--- config.mk ---
export PLATFORM = sky130hd
export DESIGN_NAME = i2c_stretch_master
export DESIGN_NICKNAME = d
export VERILOG_FILES = /design/src/rtl/i2cm_pkg.sv /design/src/rtl/i2cm_sync.sv /design/src/rtl/i2cm_qtimer.sv /design/src/rtl/i2cm_stretch_to.sv /design/src/rtl/i2c_stretch_master.sv
export SDC_FILE = /design/constraint.sdc
export NUM_CORES = 1
export LEC_CHECK = 0
export ABC_AREA = 1
export BUFFER_PORTS_ARGS = -buffer_cell sky130_fd_sc_hd__buf_2
export CORE_MARGIN = 4
export CORE_UTILIZATION = 66
export CTS_BUF_LIST = sky130_fd_sc_hd__clkbuf_8
export CTS_CLUSTER_DIAMETER = 100
export DETAILED_ROUTE_END_ITERATION = 7
export GPL_TIMING_DRIVEN = 0
export HOLD_SLACK_MARGIN = 0.08
export PLACE_DENSITY_LB_ADDON = 0.05
export SLEW_MARGIN = 20
export SYNTH_ARGS = -nofsm -noshare
export SYNTH_HDL_FRONTEND = slang
export SYNTH_HIERARCHICAL = 1
export SYNTH_SLANG_ARGS = --single-unit
--- constraint.sdc ---
create_clock -name clk -period 5 [get_ports clk]
set_input_delay 1 -clock clk [delete_from_list [all_inputs] [get_ports clk]]
set_output_delay 1 -clock clk [all_outputs]
set_load 0.05 [all_outputs]
--- src/rtl/i2cm_pkg.sv ---
package i2cm_pkg;
  typedef enum logic [1:0] {
    OP_START = 2'd0,
    OP_WRITE = 2'd1,
    OP_READ  = 2'd2,
    OP_STOP  = 2'd3
  } op_e;

  typedef enum logic [3:0] {
    ST_IDLE,
    ST_RSP,
    ST_S_LOW,
    ST_S_WAIT,
    ST_S_HIGH,
    ST_S_HOLD,
    ST_B_L1,
    ST_B_L2,
    ST_B_WAIT,
    ST_B_H1,
    ST_B_H2,
    ST_P_L1,
    ST_P_L2,
    ST_P_WAIT,
    ST_P_HIGH,
    ST_P_DONE
  } state_e;
endpackage

--- src/rtl/i2cm_sync.sv ---
module i2cm_sync #(
  parameter int W = 2
) (
  input  logic         clk,
  input  logic         rst_n,
  input  logic [W-1:0] d,
  output logic [W-1:0] q
);
  for (genvar i = 0; i < W; i++) begin : g_bit
    logic s1, s2;
    always_ff @(posedge clk or negedge rst_n) begin
      if (!rst_n) begin
        s1 <= 1'b1;
        s2 <= 1'b1;
      end else begin
        s1 <= d[i];
        s2 <= s1;
      end
    end
    assign q[i] = s2;
  end
endmodule

--- src/rtl/i2cm_qtimer.sv ---
module i2cm_qtimer #(
  parameter int DIV_W = 16
) (
  input  logic             clk,
  input  logic             rst_n,
  input  logic             run,
  input  logic             clear,
  input  logic [DIV_W-1:0] cfg,
  output logic             tick
);
  logic [DIV_W-1:0] cnt_q;
  logic [DIV_W-1:0] last;

  assign last = (cfg < DIV_W'(2)) ? DIV_W'(1) : cfg - DIV_W'(1);
  assign tick = run && (cnt_q >= last);

  always_ff @(posedge clk or negedge rst_n) begin
    if (!rst_n)              cnt_q <= '0;
    else if (clear || !run)  cnt_q <= '0;
    else if (tick)           cnt_q <= '0;
    else                     cnt_q <= cnt_q + DIV_W'(1);
  end
endmodule

--- src/rtl/i2cm_stretch_to.sv ---
module i2cm_stretch_to #(
  parameter int TO_W = 20
) (
  input  logic            clk,
  input  logic            rst_n,
  input  logic            waiting,
  input  logic            scl_high,
  input  logic [TO_W-1:0] cfg_timeout,
  output logic            expired
);
  logic [TO_W-1:0] cnt_q;
  logic [TO_W-1:0] last;

  assign last    = (cfg_timeout == '0) ? '0 : cfg_timeout - TO_W'(1);
  assign expired = waiting && !scl_high && (cnt_q >= last);

  always_ff @(posedge clk or negedge rst_n) begin
    if (!rst_n)                     cnt_q <= '0;
    else if (!waiting || scl_high)  cnt_q <= '0;
    else if (cnt_q != '1)           cnt_q <= cnt_q + TO_W'(1);
  end
endmodule

--- src/rtl/i2c_stretch_master.sv ---
module i2c_stretch_master
  import i2cm_pkg::*;
#(
  parameter int DIV_W = 16,
  parameter int TO_W  = 20
) (
  input  logic             clk,
  input  logic             rst_n,
  input  logic [DIV_W-1:0] cfg_quarter,
  input  logic [TO_W-1:0]  cfg_timeout,
  input  logic             cmd_valid,
  output logic             cmd_ready,
  input  logic [1:0]       cmd_op,
  input  logic [7:0]       cmd_wdata,
  input  logic             cmd_nack,
  output logic             rsp_valid,
  input  logic             rsp_ready,
  output logic [7:0]       rsp_rdata,
  output logic             rsp_nack,
  output logic             rsp_fail,
  input  logic             scl_i,
  output logic             scl_oe,
  input  logic             sda_i,
  output logic             sda_oe,
  output logic             timeout_flag,
  output logic             busy
);
  localparam int NBITS = 9;
  localparam int BW    = $clog2(NBITS + 1);
  localparam logic [BW-1:0] ACK_BIT = BW'(NBITS - 1);

  logic [1:0] line_s;
  logic       scl_s, sda_s;

  i2cm_sync #(.W(2)) u_sync (
    .clk  (clk),
    .rst_n(rst_n),
    .d    ({scl_i, sda_i}),
    .q    (line_s)
  );
  assign scl_s = line_s[1];
  assign sda_s = line_s[0];

  state_e        state_q, state_d;
  logic          scl_q, scl_d, sda_q, sda_d;
  logic [7:0]    sh_q, sh_d;
  logic [BW-1:0] bit_q, bit_d;
  logic          ack_q, ack_d, fail_q, fail_d, flag_q, flag_d;
  logic          rd_q, rd_d, nk_q, nk_d;
  logic          run_c, wait_c, tick, expired, abort_c;
  op_e           op;

  assign op = op_e'(cmd_op);

  i2cm_qtimer #(.DIV_W(DIV_W)) u_qt (
    .clk  (clk),
    .rst_n(rst_n),
    .run  (run_c),
    .clear(state_d != state_q),
    .cfg  (cfg_quarter),
    .tick (tick)
  );

  i2cm_stretch_to #(.TO_W(TO_W)) u_to (
    .clk        (clk),
    .rst_n      (rst_n),
    .waiting    (wait_c),
    .scl_high   (scl_s),
    .cfg_timeout(cfg_timeout),
    .expired    (expired)
  );

  always_comb begin
    state_d = state_q;
    scl_d   = scl_q;
    sda_d   = sda_q;
    sh_d    = sh_q;
    bit_d   = bit_q;
    ack_d   = ack_q;
    fail_d  = fail_q;
    flag_d  = flag_q;
    rd_d    = rd_q;
    nk_d    = nk_q;
    run_c   = 1'b0;
    wait_c  = 1'b0;
    abort_c = 1'b0;
    case (state_q)
      ST_IDLE: begin
        if (cmd_valid) begin
          ack_d  = 1'b0;
          fail_d = 1'b0;
          bit_d  = '0;
          case (op)
            OP_START: begin
              flag_d  = 1'b0;
              sda_d   = 1'b0;
              state_d = scl_q ? ST_S_LOW : ST_S_WAIT;
            end
            OP_WRITE: begin
              sh_d    = cmd_wdata;
              rd_d    = 1'b0;
              state_d = ST_B_L1;
            end
            OP_READ: begin
              rd_d    = 1'b1;
              nk_d    = cmd_nack;
              state_d = ST_B_L1;
            end
            default: state_d = ST_P_L1;
          endcase
        end
      end
      ST_RSP: if (rsp_ready) state_d = ST_IDLE;
      // START: optional low quarter (repeated start), release, high quarter, SDA low
      ST_S_LOW: begin
        run_c = 1'b1;
        if (tick) begin
          scl_d   = 1'b0;
          state_d = ST_S_WAIT;
        end
      end
      ST_S_WAIT: begin
        wait_c = 1'b1;
        if (scl_s)        state_d = ST_S_HIGH;
        else if (expired) abort_c = 1'b1;
      end
      ST_S_HIGH: begin
        run_c = 1'b1;
        if (tick) begin
          sda_d   = 1'b1;
          state_d = ST_S_HOLD;
        end
      end
      ST_S_HOLD: begin
        run_c = 1'b1;
        if (tick) begin
          scl_d   = 1'b1;
          state_d = ST_RSP;
        end
      end
      // one data or acknowledge bit
      ST_B_L1: begin
        scl_d = 1'b1;
        run_c = 1'b1;
        if (tick) begin
          if (bit_q == ACK_BIT) sda_d = rd_q ? !nk_q : 1'b0;
          else                  sda_d = rd_q ? 1'b0 : !sh_q[7];
          state_d = ST_B_L2;
        end
      end
      ST_B_L2: begin
        run_c = 1'b1;
        if (tick) begin
          scl_d   = 1'b0;
          state_d = ST_B_WAIT;
        end
      end
      ST_B_WAIT: begin
        wait_c = 1'b1;
        if (scl_s)        state_d = ST_B_H1;
        else if (expired) abort_c = 1'b1;
      end
      ST_B_H1: begin
        run_c = 1'b1;
        if (tick) begin
          if (bit_q == ACK_BIT) ack_d = sda_s;
          else                  sh_d  = {sh_q[6:0], sda_s};
          state_d = ST_B_H2;
        end
      end
      ST_B_H2: begin
        run_c = 1'b1;
        if (tick) begin
          scl_d = 1'b1;
          if (bit_q == ACK_BIT) begin
            state_d = ST_RSP;
          end else begin
            bit_d   = bit_q + BW'(1);
            state_d = ST_B_L1;
          end
        end
      end
      // STOP: SCL low, SDA low, release SCL, wait, release SDA
      ST_P_L1: begin
        scl_d = 1'b1;
        run_c = 1'b1;
        if (tick) begin
          sda_d   = 1'b1;
          state_d = ST_P_L2;
        end
      end
      ST_P_L2: begin
        run_c = 1'b1;
        if (tick) begin
          scl_d   = 1'b0;
          state_d = ST_P_WAIT;
        end
      end
      ST_P_WAIT: begin
        wait_c = 1'b1;
        if (scl_s)        state_d = ST_P_HIGH;
        else if (expired) abort_c = 1'b1;
      end
      ST_P_HIGH: begin
        run_c = 1'b1;
        if (tick) begin
          sda_d   = 1'b0;
          state_d = ST_P_DONE;
        end
      end
      ST_P_DONE: begin
        run_c = 1'b1;
        if (tick) state_d = ST_RSP;
      end
      default: state_d = ST_IDLE;
    endcase
    if (abort_c) begin
      scl_d   = 1'b0;
      sda_d   = 1'b0;
      fail_d  = 1'b1;
      flag_d  = 1'b1;
      state_d = ST_RSP;
    end
  end

  always_ff @(posedge clk or negedge rst_n) begin
    if (!rst_n) begin
      state_q <= ST_IDLE;
      scl_q   <= 1'b0;
      sda_q   <= 1'b0;
      sh_q    <= '0;
      bit_q   <= '0;
      ack_q   <= 1'b0;
      fail_q  <= 1'b0;
      flag_q  <= 1'b0;
      rd_q    <= 1'b0;
      nk_q    <= 1'b0;
    end else begin
      state_q <= state_d;
      scl_q   <= scl_d;
      sda_q   <= sda_d;
      sh_q    <= sh_d;
      bit_q   <= bit_d;
      ack_q   <= ack_d;
      fail_q  <= fail_d;
      flag_q  <= flag_d;
      rd_q    <= rd_d;
      nk_q    <= nk_d;
    end
  end

  assign cmd_ready    = (state_q == ST_IDLE);
  assign busy         = (state_q != ST_IDLE);
  assign rsp_valid    = (state_q == ST_RSP);
  assign rsp_rdata    = sh_q;
  assign rsp_nack     = ack_q;
  assign rsp_fail     = fail_q;
  assign scl_oe       = scl_q;
  assign sda_oe       = sda_q;
  assign timeout_flag = flag_q;
endmodule

==> qor.txt <==
outcome -> finished, final reports clean
final-report hold violation count -> 0
Avg Synthesized Cell Area -> 6.844 sq um
hold buffers post-CTS -> 0
met3 usage -> 5.007%
area growth from synthesis to layout -> 11.62%
first-pass GRT wire length -> 23320 microns
setup repair after global routing missed its margin -> false
FF/Latch Area -> 1582 sq um
Synth Net Count -> 961
CTS max path bufs -> 2
die height -> 102.5 microns
met2 GRT Util -> 48.66%
clock skew -> 0.006342 ns
yosys warns -> 6
minimum clock period -> 4.607 ns
floorplan row count -> 34
PwrDens -> 330.9 nW/um^2
Max Cap Violations -> 0
htree depth -> 3
GPL Wtd Cong -> 0.9275
GRT Residual Overflow -> 0
drc violations -> 0
Worst-Skew Late Latency -> 0.35 ns
initial antenna violation count -> 0
DRT Pass-1 Iters -> 5
final setup fails -> 0
crit path kind -> primary input to flip-flop
Vias -> 5858
GRT Total Usage -> 27.36%
fin crit share -> 92.13%
Inserted Clock Buffers -> 9
drt wl/cell -> 12.96 microns
DRT iter0 DRCs -> 290
critical path arrival -> 4.89 ns
Mapped Cells -> 862
Tot Pwr -> 2.179 mW
commonest non-fill, non-tap cell in the layout -> nand2_1
Placed Area -> 6377 sq um
Post-synth EDFFs -> 0
Max Fclk -> 0.2171 GHz
drt total wl -> 13660 microns
Lkg Pwr -> 3.518 nW
Initial Utilization -> 67.65%
Seq/Total Area, Yosys -> 26.81%
asr flop ratio synth -> 100.0%
Layout Cells excl Fill -> 1054
CTS tree -> yes
CTS Sinks -> 63
Slew Limit Fails -> 0
vias in the first global route -> 5440
DIE AREA -> 10520 sq um
startpoint types -> primary input
Slowest cell on crit path -> nor2_1
clock root cell -> clkbuf_8
CP max FO -> 10
Critical Path Max Stage Delay -> 0.34 ns
Yosys reg bits -> 63
buffers plus inverters on the worst setup path -> 5
CTS resizes -> 0
busiest grt layer -> met2
worst slew pin tran -> 0.7920 ns
nets@finish -> 1040
DIE WIDTH -> 102.5 microns
Worst-path clk slew -> 0.07 ns
prevailing post-synth register cell -> dfrtp_1
largest net degree at the start of global routing -> 64
Netlist cell types -> 49
Required @ worst endpoint -> 5.28 ns
num ports -> 69
final hold slack -> 0.3579 ns
Core Util, Final -> 75.51%
Rel. slew slack -> 47.20%
DP Wirelength -> 10640 microns
post-CTS setup repair buffer count -> 0
drt via density -> 5.558
Ant. Diodes -> 0
global routing met1 resource utilization -> 33.58%
area of the multi-input gates -> 3781 sq um
nature of the critical path endpoint -> flip-flop
I/O Buffers -> 68
commonest cells after routing, fill and taps aside -> nand2_1 (235), nor2_1 (107), inv_1 (100)
placed cells -> 1038
Critical Path Most Common Cell -> nand2_1
Antenna Nets Post-Route -> 0
Hold WC Path Type -> flip-flop to flip-flop
Core Box Area -> 8721 sq um
synthesized cell area -> 5899 sq um
design area -> 6585 sq um
Largest delay share family, worst path -> simple AND/OR/NAND/NOR gates
ratio of cells with drive above 1 in the final layout -> 20.19%
maximum vdd drop -> 0.0003567 V
fillcell total -> 705
-- layout make-up --
cell class	instances	area share, %
clock buffers	10	2.090
well taps	108	2.052
repair buffers	68	5.206
inverters	111	6.612
flip-flops and latches	63	24.02
plain buffers	13	1.596
multi-input cells	675	57.42
clock inverters	6	1.007
-- per-stage QoR --
| step | setup TNS (ns) | setup WS, ns |
|---|---|---|
| global route | 0 | 0.07682 |
| finish | 0 | 0.3933 |
| CTS | 0 | 0.3190 |
| global placement | 0 | 0.06521 |
| floorplan | 0 | 0.8094 |
| detailed placement | -0.2230 | -0.04117 |
-- worst reg2reg max path, cell delays in order, from the launching register on --
cell      delay [ns]
dfrtp_1         0.57
nand2_2         0.14
clkinv_2        0.09
nand2_2         0.08
nand3_4         0.13
inv_1           0.08
nor2_1          0.24
clkbuf_1        0.43
nand2_1         0.11
inv_1           0.07
inv_1           0.05
nor2_1          0.34
a21oi_1         0.16
nand2_1         0.12
nand3_1         0.07
nand2_1         0.09
nand3_1         0.10
nor2_1          0.19
nand3_4         0.15
buf_6           0.19
nor2_1          0.09
-- logic make-up after synthesis --
logic type      share of synthesized area [%]
flops                                   26.81
mux                                    0.1909
xor+xnor                                2.821
compound gates                          7.996
fa+ha+maj                               9.756
simple gates                            43.27
buf+inv                                 9.162
-- sequential cells by signal, summed over array words and instances, names as in the netlist --
name,count
rd_q,1
sda_oe,1
u_qt/cnt_q,16
u_to/cnt_q,20
nk_q,1
scl_oe,1
timeout_flag,1
rsp_fail,1
state_q,4
rsp_rdata,8
rsp_nack,1
u_sync/g_bit.s2,2
u_sync/g_bit.s1,2
bit_q,4
-- worst paths after layout --
kind                                    startpoint            endpoint  slack [ns]  cells after the start
worst max-delay path                cfg_timeout[0]      u_qt/cnt_q[11]        0.39                     29
worst min-delay path            u_sync/g_bit[1].s1  u_sync/g_bit[1].s2        0.36                      0
worst max register to register          state_q[3]      u_qt/cnt_q[11]        1.44                     20
worst min register to register  u_sync/g_bit[1].s1  u_sync/g_bit[1].s2        0.36                      0
max in group asynchronous                    rst_n       u_to/cnt_q[1]        3.75                      1
min in group asynchronous                    rst_n      u_qt/cnt_q[12]        0.73                      1
-- Yosys cell counts (all sizes together) (9+ instances only) --
cell type	number	area share, %
nand4	24	2.5
xor2	15	2.2
o21ai	28	2.7
a21oi	28	2.5
or2	9	0.95
buf	11	1.7
nand2	257	18
dfrtp	59	25
nor3	20	2.6
nand3	83	8.0
nor2	131	10
ha	46	9.8
inv	109	7.2
-- where the power goes --
group,internal [mW],total [mW],switching [mW]
sequential,0.584,0.645,0.0616
combinational,0.326,1.08,0.750
clock,0.246,0.457,0.211
total,1.16,2.18,1.02
-- layer usage --
layer	part of all wire, %	vias up
met5	0	-
met4	1.7	0
met3	5.7	31
met2	51	224
met1	42	2636
li1	-	2967
Power figures use the tool's default switching activity.
